[src/rtl/dma_regs_pkg.sv]
package dma_regs_pkg;
    localparam int NCH    = 4;
    localparam int WORD_W = 16;
    localparam int BYTE_W = 8;

    // host register indices (0..7 are the per-channel address/count bytes)
    localparam logic [3:0] IDX_STATUS  = 4'd8;
    localparam logic [3:0] IDX_PTRCLR  = 4'd9;
    localparam logic [3:0] IDX_MCLR    = 4'd10;
    localparam logic [3:0] IDX_MODE    = 4'd11;
    localparam logic [3:0] IDX_CTRL    = 4'd12;
    localparam logic [3:0] IDX_MASK1   = 4'd13;
    localparam logic [3:0] IDX_MASKCLR = 4'd14;
    localparam logic [3:0] IDX_MASKRD  = 4'd15;

    typedef enum logic {
        PTR_LO = 1'b0,
        PTR_HI = 1'b1
    } ptr_state_t;
endpackage

[src/rtl/dma_byte_ptr.sv]
module dma_byte_ptr
    import dma_regs_pkg::*;
(
    input  logic clk_i,
    input  logic rst_i,
    input  logic access_i,
    input  logic clear_i,
    output logic hi_o
);
    ptr_state_t st_q, st_d;

    always_ff @(posedge clk_i) begin
        if (rst_i) st_q <= PTR_LO;
        else       st_q <= st_d;
    end

    always_comb begin
        st_d = st_q;
        if (clear_i) begin
            st_d = PTR_LO;
        end else if (access_i) begin
            unique case (st_q)
                PTR_LO: st_d = PTR_HI;
                PTR_HI: st_d = PTR_LO;
            endcase
        end
    end

    always_comb hi_o = (st_q == PTR_HI);

    // each byte access flips the pointer
    a_r2_ptr_toggle: assert property (@(posedge clk_i) disable iff (rst_i)
        (access_i && !clear_i) |=> (hi_o != $past(hi_o)));
    // clear strobe lands on the low byte
    a_r2_ptr_clear: assert property (@(posedge clk_i) disable iff (rst_i)
        clear_i |=> !hi_o);
endmodule

[src/rtl/dma_chan_reg.sv]
module dma_chan_reg
    import dma_regs_pkg::*;
#(
    parameter int W = WORD_W
) (
    input  logic              clk_i,
    input  logic              rst_i,
    input  logic              wr_addr_i,
    input  logic              wr_cnt_i,
    input  logic              hi_i,
    input  logic [BYTE_W-1:0] wdata_i,
    input  logic              step_i,
    input  logic              hold_i,
    input  logic              dec_i,
    input  logic              reload_i,
    output logic [W-1:0]      cur_addr_o,
    output logic [W-1:0]      cur_cnt_o,
    output logic              wrap_o
);
    logic [W-1:0] base_a_q, base_c_q, cur_a_q, cur_c_q;

    always_comb wrap_o = step_i && (cur_c_q == '0);

    always_ff @(posedge clk_i) begin
        if (rst_i) begin
            base_a_q <= '0;
            base_c_q <= '0;
            cur_a_q  <= '0;
            cur_c_q  <= '0;
        end else begin
            if (wr_addr_i) begin
                if (hi_i) begin
                    base_a_q[W-1:BYTE_W] <= wdata_i;
                    cur_a_q[W-1:BYTE_W]  <= wdata_i;
                end else begin
                    base_a_q[BYTE_W-1:0] <= wdata_i;
                    cur_a_q[BYTE_W-1:0]  <= wdata_i;
                end
            end
            if (wr_cnt_i) begin
                if (hi_i) begin
                    base_c_q[W-1:BYTE_W] <= wdata_i;
                    cur_c_q[W-1:BYTE_W]  <= wdata_i;
                end else begin
                    base_c_q[BYTE_W-1:0] <= wdata_i;
                    cur_c_q[BYTE_W-1:0]  <= wdata_i;
                end
            end
            if (reload_i) begin
                cur_a_q <= base_a_q;
                cur_c_q <= base_c_q;
            end else if (step_i) begin
                if (!hold_i) cur_a_q <= dec_i ? cur_a_q - 1'b1 : cur_a_q + 1'b1;
                cur_c_q <= cur_c_q - 1'b1;
            end
        end
    end

    assign cur_addr_o = cur_a_q;
    assign cur_cnt_o  = cur_c_q;

    // reload copies the base values
    a_r5_reload_base: assert property (@(posedge clk_i) disable iff (rst_i)
        reload_i |=> (cur_addr_o == $past(base_a_q) && cur_cnt_o == $past(base_c_q)));
    // count wraps from zero to all ones
    a_r3_count_wrap: assert property (@(posedge clk_i) disable iff (rst_i)
        (step_i && !reload_i && cur_cnt_o == '0) |=> (cur_cnt_o == '1));
    // held address does not move
    a_r8_addr_hold: assert property (@(posedge clk_i) disable iff (rst_i)
        (step_i && !reload_i && hold_i) |=> $stable(cur_addr_o));
endmodule

[src/rtl/dma_chan_regs.sv]
module dma_chan_regs
    import dma_regs_pkg::*;
#(
    parameter int N_CH  = NCH,
    parameter int WW    = WORD_W
) (
    input  logic                      clk_i,
    input  logic                      rst_i,
    input  logic                      cpu_we_i,
    input  logic                      cpu_re_i,
    input  logic [3:0]                cpu_addr_i,
    input  logic [BYTE_W-1:0]         cpu_wdata_i,
    output logic [BYTE_W-1:0]         cpu_rdata_o,
    input  logic                      xfer_done_i,
    input  logic [$clog2(N_CH)-1:0]   xfer_ch_i,
    input  logic                      eop_ext_i,
    output logic [N_CH-1:0]           tc_o,
    output logic [N_CH-1:0]           mask_o
);
    localparam int CH_W = $clog2(N_CH);

    logic            byte_acc, ptr_clr, ptr_hi, xfer_ok, mclr;
    logic [N_CH-1:0] wrap_v, eop_v, ai_q, dec_q, mask_q, stat_q, tc_q;
    logic            m2m_q, hold_q;
    logic [WW-1:0]   cur_a [N_CH];
    logic [WW-1:0]   cur_c [N_CH];

    always_comb begin
        byte_acc = (cpu_we_i || cpu_re_i) && !cpu_addr_i[3];
        mclr     = cpu_we_i && (cpu_addr_i == IDX_MCLR);
        ptr_clr  = mclr || (cpu_we_i && cpu_addr_i == IDX_PTRCLR);
        xfer_ok  = xfer_done_i && !cpu_we_i;
    end

    dma_byte_ptr u_ptr (
        .clk_i    (clk_i),
        .rst_i    (rst_i),
        .access_i (byte_acc),
        .clear_i  (ptr_clr),
        .hi_o     (ptr_hi)
    );

    for (genvar g = 0; g < N_CH; g++) begin : g_ch
        logic sel, step, hold, reload;
        always_comb begin
            sel    = cpu_we_i && !cpu_addr_i[3] && (cpu_addr_i[CH_W:1] == CH_W'(g));
            step   = xfer_ok && (xfer_ch_i == CH_W'(g));
            hold   = m2m_q && hold_q && (g == 0);
            eop_v[g] = step && (wrap_v[g] || eop_ext_i);
            reload = eop_v[g] && ai_q[g];
        end

        dma_chan_reg #(.W(WW)) u_reg (
            .clk_i      (clk_i),
            .rst_i      (rst_i),
            .wr_addr_i  (sel && !cpu_addr_i[0]),
            .wr_cnt_i   (sel && cpu_addr_i[0]),
            .hi_i       (ptr_hi),
            .wdata_i    (cpu_wdata_i),
            .step_i     (step),
            .hold_i     (hold),
            .dec_i      (dec_q[g]),
            .reload_i   (reload),
            .cur_addr_o (cur_a[g]),
            .cur_cnt_o  (cur_c[g]),
            .wrap_o     (wrap_v[g])
        );

        // non-reloading channel gets masked at end of process
        a_r6_mask_on_eop: assert property (@(posedge clk_i) disable iff (rst_i)
            (eop_v[g] && !ai_q[g]) |=> mask_o[g]);
        // reloading channel keeps its mask
        a_r5_mask_kept: assert property (@(posedge clk_i) disable iff (rst_i)
            (eop_v[g] && ai_q[g]) |=> (mask_o[g] == $past(mask_o[g])));
    end

    always_ff @(posedge clk_i) begin
        if (rst_i) begin
            mask_q <= '1;
            stat_q <= '0;
            ai_q   <= '0;
            dec_q  <= '0;
            m2m_q  <= 1'b0;
            hold_q <= 1'b0;
            tc_q   <= '0;
        end else begin
            tc_q <= wrap_v;
            if (mclr) begin
                mask_q <= '1;
                stat_q <= '0;
                m2m_q  <= 1'b0;
                hold_q <= 1'b0;
            end else begin
                if (cpu_we_i && cpu_addr_i == IDX_MODE) begin
                    ai_q[cpu_wdata_i[CH_W-1:0]]  <= cpu_wdata_i[2];
                    dec_q[cpu_wdata_i[CH_W-1:0]] <= cpu_wdata_i[3];
                end
                if (cpu_we_i && cpu_addr_i == IDX_CTRL) begin
                    m2m_q  <= cpu_wdata_i[0];
                    hold_q <= cpu_wdata_i[1];
                end
                if (cpu_we_i && cpu_addr_i == IDX_MASK1)
                    mask_q[cpu_wdata_i[CH_W-1:0]] <= cpu_wdata_i[2];
                if (cpu_we_i && cpu_addr_i == IDX_MASKCLR)
                    mask_q <= '0;
                if (cpu_re_i && cpu_addr_i == IDX_STATUS)
                    stat_q <= '0;
                for (int i = 0; i < N_CH; i++) begin
                    if (eop_v[i]) begin
                        stat_q[i] <= 1'b1;
                        if (!ai_q[i]) mask_q[i] <= 1'b1;
                    end
                end
            end
        end
    end

    always_comb begin
        logic [WW-1:0] word;
        word = cpu_addr_i[0] ? cur_c[cpu_addr_i[CH_W:1]] : cur_a[cpu_addr_i[CH_W:1]];
        if (!cpu_addr_i[3])
            cpu_rdata_o = ptr_hi ? word[WW-1:BYTE_W] : word[BYTE_W-1:0];
        else if (cpu_addr_i == IDX_STATUS)
            cpu_rdata_o = BYTE_W'(stat_q);
        else if (cpu_addr_i == IDX_MASKRD)
            cpu_rdata_o = {{(BYTE_W-N_CH){1'b1}}, mask_q};
        else
            cpu_rdata_o = '0;
    end

    assign tc_o   = tc_q;
    assign mask_o = mask_q;

    // at most one channel reports terminal count
    a_r3_tc_onehot: assert property (@(posedge clk_i) disable iff (rst_i)
        $onehot0(tc_o));
    // status read with no transfer leaves all bits clear
    a_r7_status_clear: assert property (@(posedge clk_i) disable iff (rst_i)
        (cpu_re_i && cpu_addr_i == IDX_STATUS && !xfer_done_i && !cpu_we_i) |=> (stat_q == '0));
    // a write in the same cycle blocks the transfer
    a_r9_write_wins: assert property (@(posedge clk_i) disable iff (rst_i)
        (cpu_we_i && xfer_done_i) |=> (tc_o == '0));
endmodule

[config.mk]
export PLATFORM = sky130hd
export DESIGN_NAME = dma_chan_regs
export DESIGN_NICKNAME = d
export VERILOG_FILES = /design/src/rtl/dma_regs_pkg.sv /design/src/rtl/dma_byte_ptr.sv /design/src/rtl/dma_chan_reg.sv /design/src/rtl/dma_chan_regs.sv
export SDC_FILE = /design/constraint.sdc
export NUM_CORES = 1
export LEC_CHECK = 0
export BUFFER_PORTS_ARGS = -buffer_cell sky130_fd_sc_hd__buf_2
export CORE_MARGIN = 2
export CORE_UTILIZATION = 50
export CTS_CLUSTER_SIZE = 10
export DETAILED_ROUTE_END_ITERATION = 10
export PLACE_DENSITY = 0.66
export SYNTH_ARGS = -nofsm -noshare
export SYNTH_HDL_FRONTEND = slang
export SYNTH_HIERARCHICAL = 1
export SYNTH_SLANG_ARGS = --single-unit
[constraint.sdc]
create_clock -name clk_i -period 3.7 [get_ports clk_i]
set_clock_uncertainty 0.05 [all_clocks]
set_input_delay 0.185 -clock clk_i [delete_from_list [all_inputs] [get_ports clk_i]]
set_output_delay 0.185 -clock clk_i [all_outputs]
set_load 0.05 [all_outputs]
==> key figures, run 1 <==
Finish
  • Finished Core Util: 55.0%
  • Multi-input gate area: between 0.01 and 0.015 mm^2
  • Filler Cell Count: approximately 3.3k
  • Reg area: 0.00559 mm^2
  • Post-layout nets: approximately 2.3k
  • Share of cells above drive strength 1: 8.58%
  • Synthesis-to-finish area growth: 7.96%

Place
  • Setup slack at placement: about 0.4 ns
  • DP HPWL: 41300 um
  • Routability Congestion: 0.946
  • IO buf count: 35

Global route
  • Pin count of the biggest net entering global routing: around 130
  • Vias in the first global route: between 15k and 20k
  • First-pass GRT wire length: between 90000 and 100000 um
  • GRT Resource Usage Total: 32.1%
  • Remaining Overflow, GRT: 0
  • Initial antenna violation count: 3

Timing
  • Final setup margin: 0.337 ns
  • Fin Hold WS: about 0.14 ns
  • Setup TNS: 0 ns
  • Relative slew margins: between 30% and 40%
  • Max Slew Vio Count: 0
  • Crit share post-route: around nine tenths
  • Final setup violation count: 0
  • Unrepaired setup endpoints after global routing: no
  • Minimum clock period: around 3.4 ns
  • F_max: 297 MHz
  • Final Hold Viols: 0
  • Worst-Margin Slew: 1.02 ns

Logic synthesis
  • Top cells by area, synth: dfxtp_1 32%, a21oi_1 9.6%, nand2_1 9.1%
  • Yosys reg bits: between 200 and 300
  • EDFF count, synth: 0
  • Ys flop type: dfxtp_1
  • Syn Std Cell Area: 0.0177 mm^2
  • Post-synthesis sequential area ratio: 31.6%
  • Post-Synthesis Cells: 2271
  • Share of flip-flops with an asynchronous set or reset: 0%
  • Yosys warns: 6
  • Unique masters post-synth: 90
  • Top cell type's share of synthesized area: a little under a third
  • Most common cell in the synthesized netlist: nand2_1
  • Synth Area in XOR/XNOR: 3.52%
  • Simple-gate share of the synthesized area: 23.8%
  • Post-synth top area cell: dfxtp_1
  • Combinational family with the most area after synthesis: compound AO/OA/AOI/OAI gates
  • Mux contribution to synthesized area: under 10%
  • Mean Syn Cell Area: 7.78 um^2
  • Synth Area in Adders: 4.98%
  • Post-synthesis compound-gate area fraction: about a quarter
  • Synth top cells by count: 430 x nand2_1, 340 x a21oi_1, 279 x dfxtp_1

Critical path
  • Slowest stage delay, CP: 0.60 ns
  • Top cell family by delay on the critical path: simple AND/OR/NAND/NOR gates
  • CP Max Fanout: 28
  • Crit path max-delay cell type: or4_4
  • CP required: 4.08 ns
  • Worst Path Buf+Inv: 1
  • Startpoint Class: flop
  • Crit. End Element: flop
  • Worst Path Class, Setup: reg -> reg
  • Reg-to-reg startpoint: g_ch[0].u_reg/cur_cnt_o[7]
  • Worst EP arrival: 3.74 ns
  • CP cell instances: or4_4 > nor4_4 > and4_2 > o21ai_1 > nor2_4 > buf_4 > nor2_1 > nand2_1 > a21oi_1 > a211oi_1
  • Crit path from: g_ch[0].u_reg/cur_cnt_o[7]

Clock network
  • CTS clock-pin slew for the worst setup and hold paths: 0.06 ns
  • Post_cts resized: 0
  • Setup bufs post-CTS: 0
  • Clk_lat worst skew: 0.53 ns
  • H-tree levels: 2
  • CTS Buf Count: 35
  • CTS Hold Bufs: 0
  • Bufs on Longest Clock Path: 3
  • CTS tree: built
  • CTS root buf: clkbuf_16
  • Clock net sink count: 279

Die
  • Io pins: 36
  • Die area: approximately 0.037 mm^2
  • Die height: 192 um
  • Core Area: 0.0347 mm^2
  • Cell Rows: 68
  • Starting Density: 50.9%
  • Die Wd: a little under 200 um

Drt
  • Vias: 17.2k
  • Avg Vias per Cell: 6.34
  • # DRC: 0
  • Routed Antenna Nets: 0
  • Final Routed Wirelength: 59200 um
  • Number of DRC markers in iteration 0: ~1.7k
  • DR WL/cell: about 22 um
  • Drt first pass iters: 7

Pwr
  • Power per standard cell area: 385 mW/mm^2
  • Leakage: 7.18 nW
  • VDD IR-drop max: 384 uV

Hold path
  • Hold Crit Start: cpu_re_i
  • Worst min-delay path class: in -> reg

Run
  • Max Cap Viol: 0

Outcome
  • Status: completed
## layout make-up
class | instances | share of cell area [%]
Timing Repair Buffer | 74 | 2.57
Multi-Input combinational cell | 1785 | 58.3
Sequential cell | 279 | 29.3
Antenna cell | 2 | 0.0262
Inverter | 72 | 1.42
Clock inverter | 1 | 0.0262
Tap cell | 455 | 2.98
Clock buffer | 49 | 5.40
## sequential cells by signal, indices dropped and copies added (netlist names)
register	count
tc_o	4
g_ch.u_reg/base_c_q	64
m2m_q	1
g_ch.u_reg/cur_cnt_o	64
u_ptr/hi_o	1
ai_q	4
mask_o	4
g_ch.u_reg/cur_addr_o	64
g_ch.u_reg/base_a_q	64
dec_q	4
hold_q	1
stat_q	4
## path summary, 6_finish.rpt
check,endpoint,slack (ns),depth (start not counted)
setup reg to reg,g_ch[0].u_reg/cur_cnt_o[7],0.34,10
hold / removal,u_ptr/hi_o,0.14,5
hold reg to reg,g_ch[2].u_reg/cur_addr_o[3],0.40,2
setup / recovery,g_ch[0].u_reg/cur_cnt_o[7],0.34,10
## per-stage QoR
step	std cells	area (um^2)	power (mW)
floorplan	2277	17700	3.88
global placement	2665	18000	4.16
detailed placement	2665	18000	4.17
CTS	2715	19100	7.37
global route	2716	19100	7.58
finish	2717	19100	7.35
## metal layers
metal  up-vias  GRT usage (%)  wire [um]
li1       8120              -          -
met3       111           4.90       4860
met1      8251           46.8      27000
met2       737           47.6      25300
met5         -              0         14
met4         2           11.9       2030
## layout by cell type, fill, tap and decap left out, types with 10 or more instances in the layout
| cell | n |
|---|---|
| nand2_1 | 430 |
| a21oi_1 | 340 |
| dfxtp_1 | 279 |
| nor2_1 | 181 |
| inv_1 | 70 |
| o21ai_0 | 65 |
| ha_1 | 64 |
| a211oi_1 | 63 |
| nor3_1 | 61 |
| xnor2_1 | 43 |
| mux2i_1 | 38 |
| buf_4 | 38 |
| clkbuf_16 | 37 |
| buf_2 | 34 |
| nand3_1 | 33 |
| xor2_1 | 28 |
| a221o_1 | 26 |
| nor2b_1 | 25 |
| nand2b_1 | 22 |
| a311oi_1 | 22 |
| a31oi_1 | 20 |
| o211ai_1 | 19 |
| and2_1 | 16 |
| o31ai_1 | 16 |
| and3_1 | 14 |
| mux4_2 | 13 |
| o21a_1 | 13 |
| o22ai_1 | 12 |
| nand4_1 | 12 |
| mux4_1 | 10 |
| a221oi_1 | 10 |
| a21o_1 | 10 |
| o21bai_1 | 10 |
## tightest hold or removal path: cells and delay by family
family | cells | cell delay (ns)
AND/OR/NAND/NOR | 3 | 0.20
XOR/XNOR | 1 | 0.15
buffers and inverters | 1 | 0.14
## power breakdown
group          internal (mW)  leakage, nW  switching, mW
logic                  0.334         4.42          0.607
clock network           1.91        0.510           1.31
registers               3.07         2.26          0.118
## cells by family (layout without fill, tap and decap cells)
| family | after synthesis | count (layout) |
|---|---|---|
| and+or+nand+nor | 883 | 883 |
| AOI/OAI and AO/OA | 691 | 691 |
| DFF | 279 | 279 |
| buffers and inverters | 213 | 196 |
| xor gates and xnor gates | 71 | 71 |
| adders and majority gates | 68 | 68 |
| muxes | 65 | 65 |
| other | 1 | 9 |
No activity file was read; power rests on OpenSTA's default activity.
==> inputs of run 2 (changes only) <==
--- a/config.mk
+++ b/config.mk
@@ -13,5 +13,4 @@
 export PLACE_DENSITY = 0.66
 export SYNTH_ARGS = -nofsm -noshare
 export SYNTH_HDL_FRONTEND = slang
-export SYNTH_HIERARCHICAL = 1
 export SYNTH_SLANG_ARGS = --single-unit
==> run 2 against run 1 <==
Compared with the run above:
- design area is 3.5% lower
- non-clock buffer count increased by 4
- critical path type unchanged
- flip-flop and latch count is the same
- maximum frequency increased by 12%
- highest routed layer unchanged
==> key figures, run 2 <==
Outcome
  • Status: completed (unchanged)

Critical path
  • Startpoint Class: flop (unchanged)
  • Crit. End Element: flop (unchanged)
  • Worst EP arrival: 3.37 ns (was 3.74 ns)
  • Worst Path Buf+Inv: 0 (was 1)
  • CP required: 4.06 ns (was 4.08 ns)
  • Worst Path Class, Setup: reg -> reg (unchanged)
  • CP cell instances: or4_4 > or3_4 > o21bai_4 > nand3_2 > o211ai_1 > a21oi_1 > a2111oi_2 (was or4_4 > nor4_4 > and4_2 > o21ai_1 > nor2_4 > buf_4 > nor2_1 > nand2_1 > a21oi_1 > a211oi_1)
  • Crit path max-delay cell type: nand3_2 (was or4_4)
  • CP Max Fanout: 27 (was 28)
  • Slowest stage delay, CP: 0.57 ns (was 0.60 ns)
  • Top cell family by delay on the critical path: simple AND/OR/NAND/NOR gates (unchanged)

Finish
  • Post-layout nets: 2211 (was 2335)
  • Multi-input gate area: 0.0106 mm^2 (was 0.0111 mm^2)
  • Filler Cell Count: 3208 (was 3256)
  • Finished Core Util: 55.2% (was 55.0%)
  • Share of cells above drive strength 1: 9.07% (was 8.58%)
  • Commonest non-fill, non-tap cell in the layout: nand2_1 (unchanged)
  • Most frequent cells in the layout: 430 x nand2_1, 279 x dfxtp_1, 247 x a21oi_1 (was 430 x nand2_1, 340 x a21oi_1, 279 x dfxtp_1)
  • Synthesis-to-finish area growth: 9.29% (was 7.96%)
  • Reg area: 0.00559 mm^2 (unchanged)

Logic synthesis
  • Mean Syn Cell Area: 7.83 um^2 (was 7.78 um^2)
  • Mapped Nets: 2241
  • Syn Std Cell Area: 0.0169 mm^2 (was 0.0177 mm^2)
  • Top cells by area, synth: dfxtp_1 33%, nand2_1 9.6%, a21oi_1 7.3% (was dfxtp_1 32%, a21oi_1 9.6%, nand2_1 9.1%)
  • Top cell type's share of synthesized area: 33.1% (was 31.6%)
  • Yosys reg bits: 279 (unchanged)
  • Post-Synthesis Cells: 2153 (was 2271)
  • Most common cell in the synthesized netlist: nand2_1 (unchanged)
  • Unique masters post-synth: 83 (was 90)
  • Share of flip-flops with an asynchronous set or reset: 0% (unchanged)
  • Synth top cells by count: 430 x nand2_1, 279 x dfxtp_1, 247 x a21oi_1 (was 430 x nand2_1, 340 x a21oi_1, 279 x dfxtp_1)
  • Post-synthesis sequential area ratio: 33.1% (was 31.6%)
  • Post-synth top area cell: dfxtp_1 (unchanged)
  • EDFF count, synth: 0 (unchanged)
  • Yosys warns: 0 (was 6)
  • Ys flop type: dfxtp_1 (unchanged)

Pwr
  • Design Power: 7.46 mW (was 7.35 mW)
  • Power per standard cell area: 405 mW/mm^2 (was 385 mW/mm^2)
  • VDD IR-drop max: 326 uV (was 384 uV)
  • Leakage: 6.84 nW (was 7.18 nW)

Drt
  • Avg Vias per Cell: 6.53 (was 6.34)
  • Final Routed Wirelength: 59500 um (was 59200 um)
  • DR WL/cell: 23.0 um (was 21.8 um)
  • Routed Antenna Nets: 0 (unchanged)
  • # DRC: 0 (unchanged)
  • Vias: 16.9k (was 17.2k)
  • Drt first pass iters: 6 (was 7)
  • Number of DRC markers in iteration 0: 1835 (was 1664)

Clock network
  • Bufs on Longest Clock Path: 3 (unchanged)
  • Post_cts resized: 0 (unchanged)
  • CTS clock-pin slew for the worst setup and hold paths: 0.06 ns (about the same)
  • CTS Buf Count: 36 (was 35)
  • Clk_lat worst skew: 0.52 ns (was 0.53 ns)
  • CTS tree: built (unchanged)
  • H-tree levels: 2 (unchanged)
  • CTS root buf: clkbuf_16 (unchanged)
  • Clock net sink count: 279 (unchanged)

Timing
  • Final setup violation count: 0 (unchanged)
  • Crit share post-route: 81.3% (was 90.9%)
  • Max Slew Vio Count: 0 (unchanged)
  • Relative slew margins: 32.4% (was 32.0%)
  • Setup TNS: 0 ns (unchanged)
  • Final Hold Viols: 0 (unchanged)
  • Worst-Margin Slew: 1.01 ns (was 1.02 ns)
  • Minimum clock period: 3.01 ns (was 3.36 ns)
  • F_max: 333 MHz (was 297 MHz)
  • Unrepaired setup endpoints after global routing: no (unchanged)

Die
  • Starting Density: 50.5% (was 50.9%)
  • Die area: 0.0352 mm^2 (was 0.0369 mm^2)
  • Cell Rows: 67 (was 68)
  • Core Area: 0.0334 mm^2 (was 0.0347 mm^2)
  • Io pins: 36 (unchanged)
  • Die height: 188 um (was 192 um)
  • Die Wd: 188 um (was 192 um)

Place
  • Routability Congestion: 0.983 (was 0.946)
  • DP HPWL: 41600 um (was 41300 um)
  • IO buf count: 35 (unchanged)

Global route
  • First-pass GRT wire length: 91100 um (was 92100 um)
  • Remaining Overflow, GRT: 0 (unchanged)
  • Initial antenna violation count: 5 (was 3)
  • Vias in the first global route: 15.4k (was 15.9k)
  • GRT Resource Usage Total: 33.1% (was 32.1%)
  • Pin count of the biggest net entering global routing: 96 (was 128)

Run
  • Max Cap Viol: 0 (unchanged)

Hold path
  • Worst min-delay path class: in -> reg (unchanged)
run 2: changes by cell type in the layout (fill, tap and decap cells not counted), moves of 11 or more:
cell / previous run / this run
nand3_1: 33 / 54
nor2b_1: 25 / 14
mux4_2: 13 / 39
nor2_1: 181 / 194
a21oi_1: 340 / 247
a211oi_1: 63 / 96
nand2b_1: 22 / 11
a221o_1: 26 / 0
inv_1: 70 / 25
mux2i_1: 38 / 22
a311oi_1: 22 / 45
run 2: cell type report:
class	count	share of cell area (%)
multi-input cells	1702	57.4
flip-flops and latches	279	30.3
clock buffers	50	5.67
well taps	448	3.04
repair buffers	78	2.90
inverters	26	0.530
clock inverters	3	0.0951
diodes	1	0.0136
run 2: power by group:
part | total, mW | internal (mW) | switching (mW)
registers | 3.21 | 3.08 | 0.132
clock network | 3.27 | 1.94 | 1.33
logic | 0.979 | 0.360 | 0.619
total | 7.46 | 5.38 | 2.08
run 2: layer usage:
layer / track usage, % / routed length (um) / vias to the layer above
met3: 6.29 / 6080 / 169
li1: - / - / 7779
met4: 14.8 / 2800 / 6
met1: 45.4 / 24600 / 8089
met5: 0 / 40 / -
met2: 50.6 / 26000 / 838
run 2: kinds of logic (layout without fill, tap and decap cells):
group | after synthesis | count (layout) | share of synthesized area [%]
AOI/OAI and AO/OA | 626 | 626 | 24.0
xor gates and xnor gates | 86 | 86 | 4.47
adders and majority gates | 68 | 68 | 5.23
buffers and inverters | 172 | 157 | 4.29
DFF | 279 | 279 | 33.1
muxes | 61 | 61 | 6.52
other | 0 | 1 | 0
and+or+nand+nor | 861 | 861 | 22.4
run 2: metrics by stage:
step | std cells | worst slack, ns | area [um^2] | hold slack (ns)
after global routing | 2586 | 0.459 | 18400 | 0.118
after detailed placement | 2532 | 0.710 | 17300 | 0.396
after CTS | 2586 | 0.753 | 18400 | 0.0780
after global placement | 2532 | 0.813 | 17300 | 0.390
final | 2587 | 0.694 | 18400 | 0.104
after floorplan | 2153 | 1.06 | 16900 | 0.289
run 2: worst register-to-register path: stages (launching register included):
cell	delay, ns
dfxtp_1	0.37
or4_4	0.56
or3_4	0.41
o21bai_4	0.19
nand3_2	0.57
o211ai_1	0.33
a21oi_1	0.13
a2111oi_2	0.30
run 2: final timing paths:
kind | startpoint | cells after the start | endpoint | slack (ns)
setup / recovery | g_ch[1].u_reg.cur_cnt_o[10] | 7 | g_ch[1].u_reg.cur_cnt_o[10] | 0.69
setup reg to reg | g_ch[1].u_reg.cur_cnt_o[10] | 7 | g_ch[1].u_reg.cur_cnt_o[10] | 0.69
hold / removal | cpu_wdata_i[2] | 3 | g_ch[1].u_reg.base_a_q[10] | 0.10
hold reg to reg | g_ch[2].u_reg.base_c_q[0] | 2 | g_ch[2].u_reg.base_c_q[0] | 0.40
run 2: repair_timing:
| action | CTS | global route |
|---|---|---|
| buffers inserted | 0 | 0 |
| hold buffers | 1 | 0 |
| hold endpoints to repair | 1 | 0 |
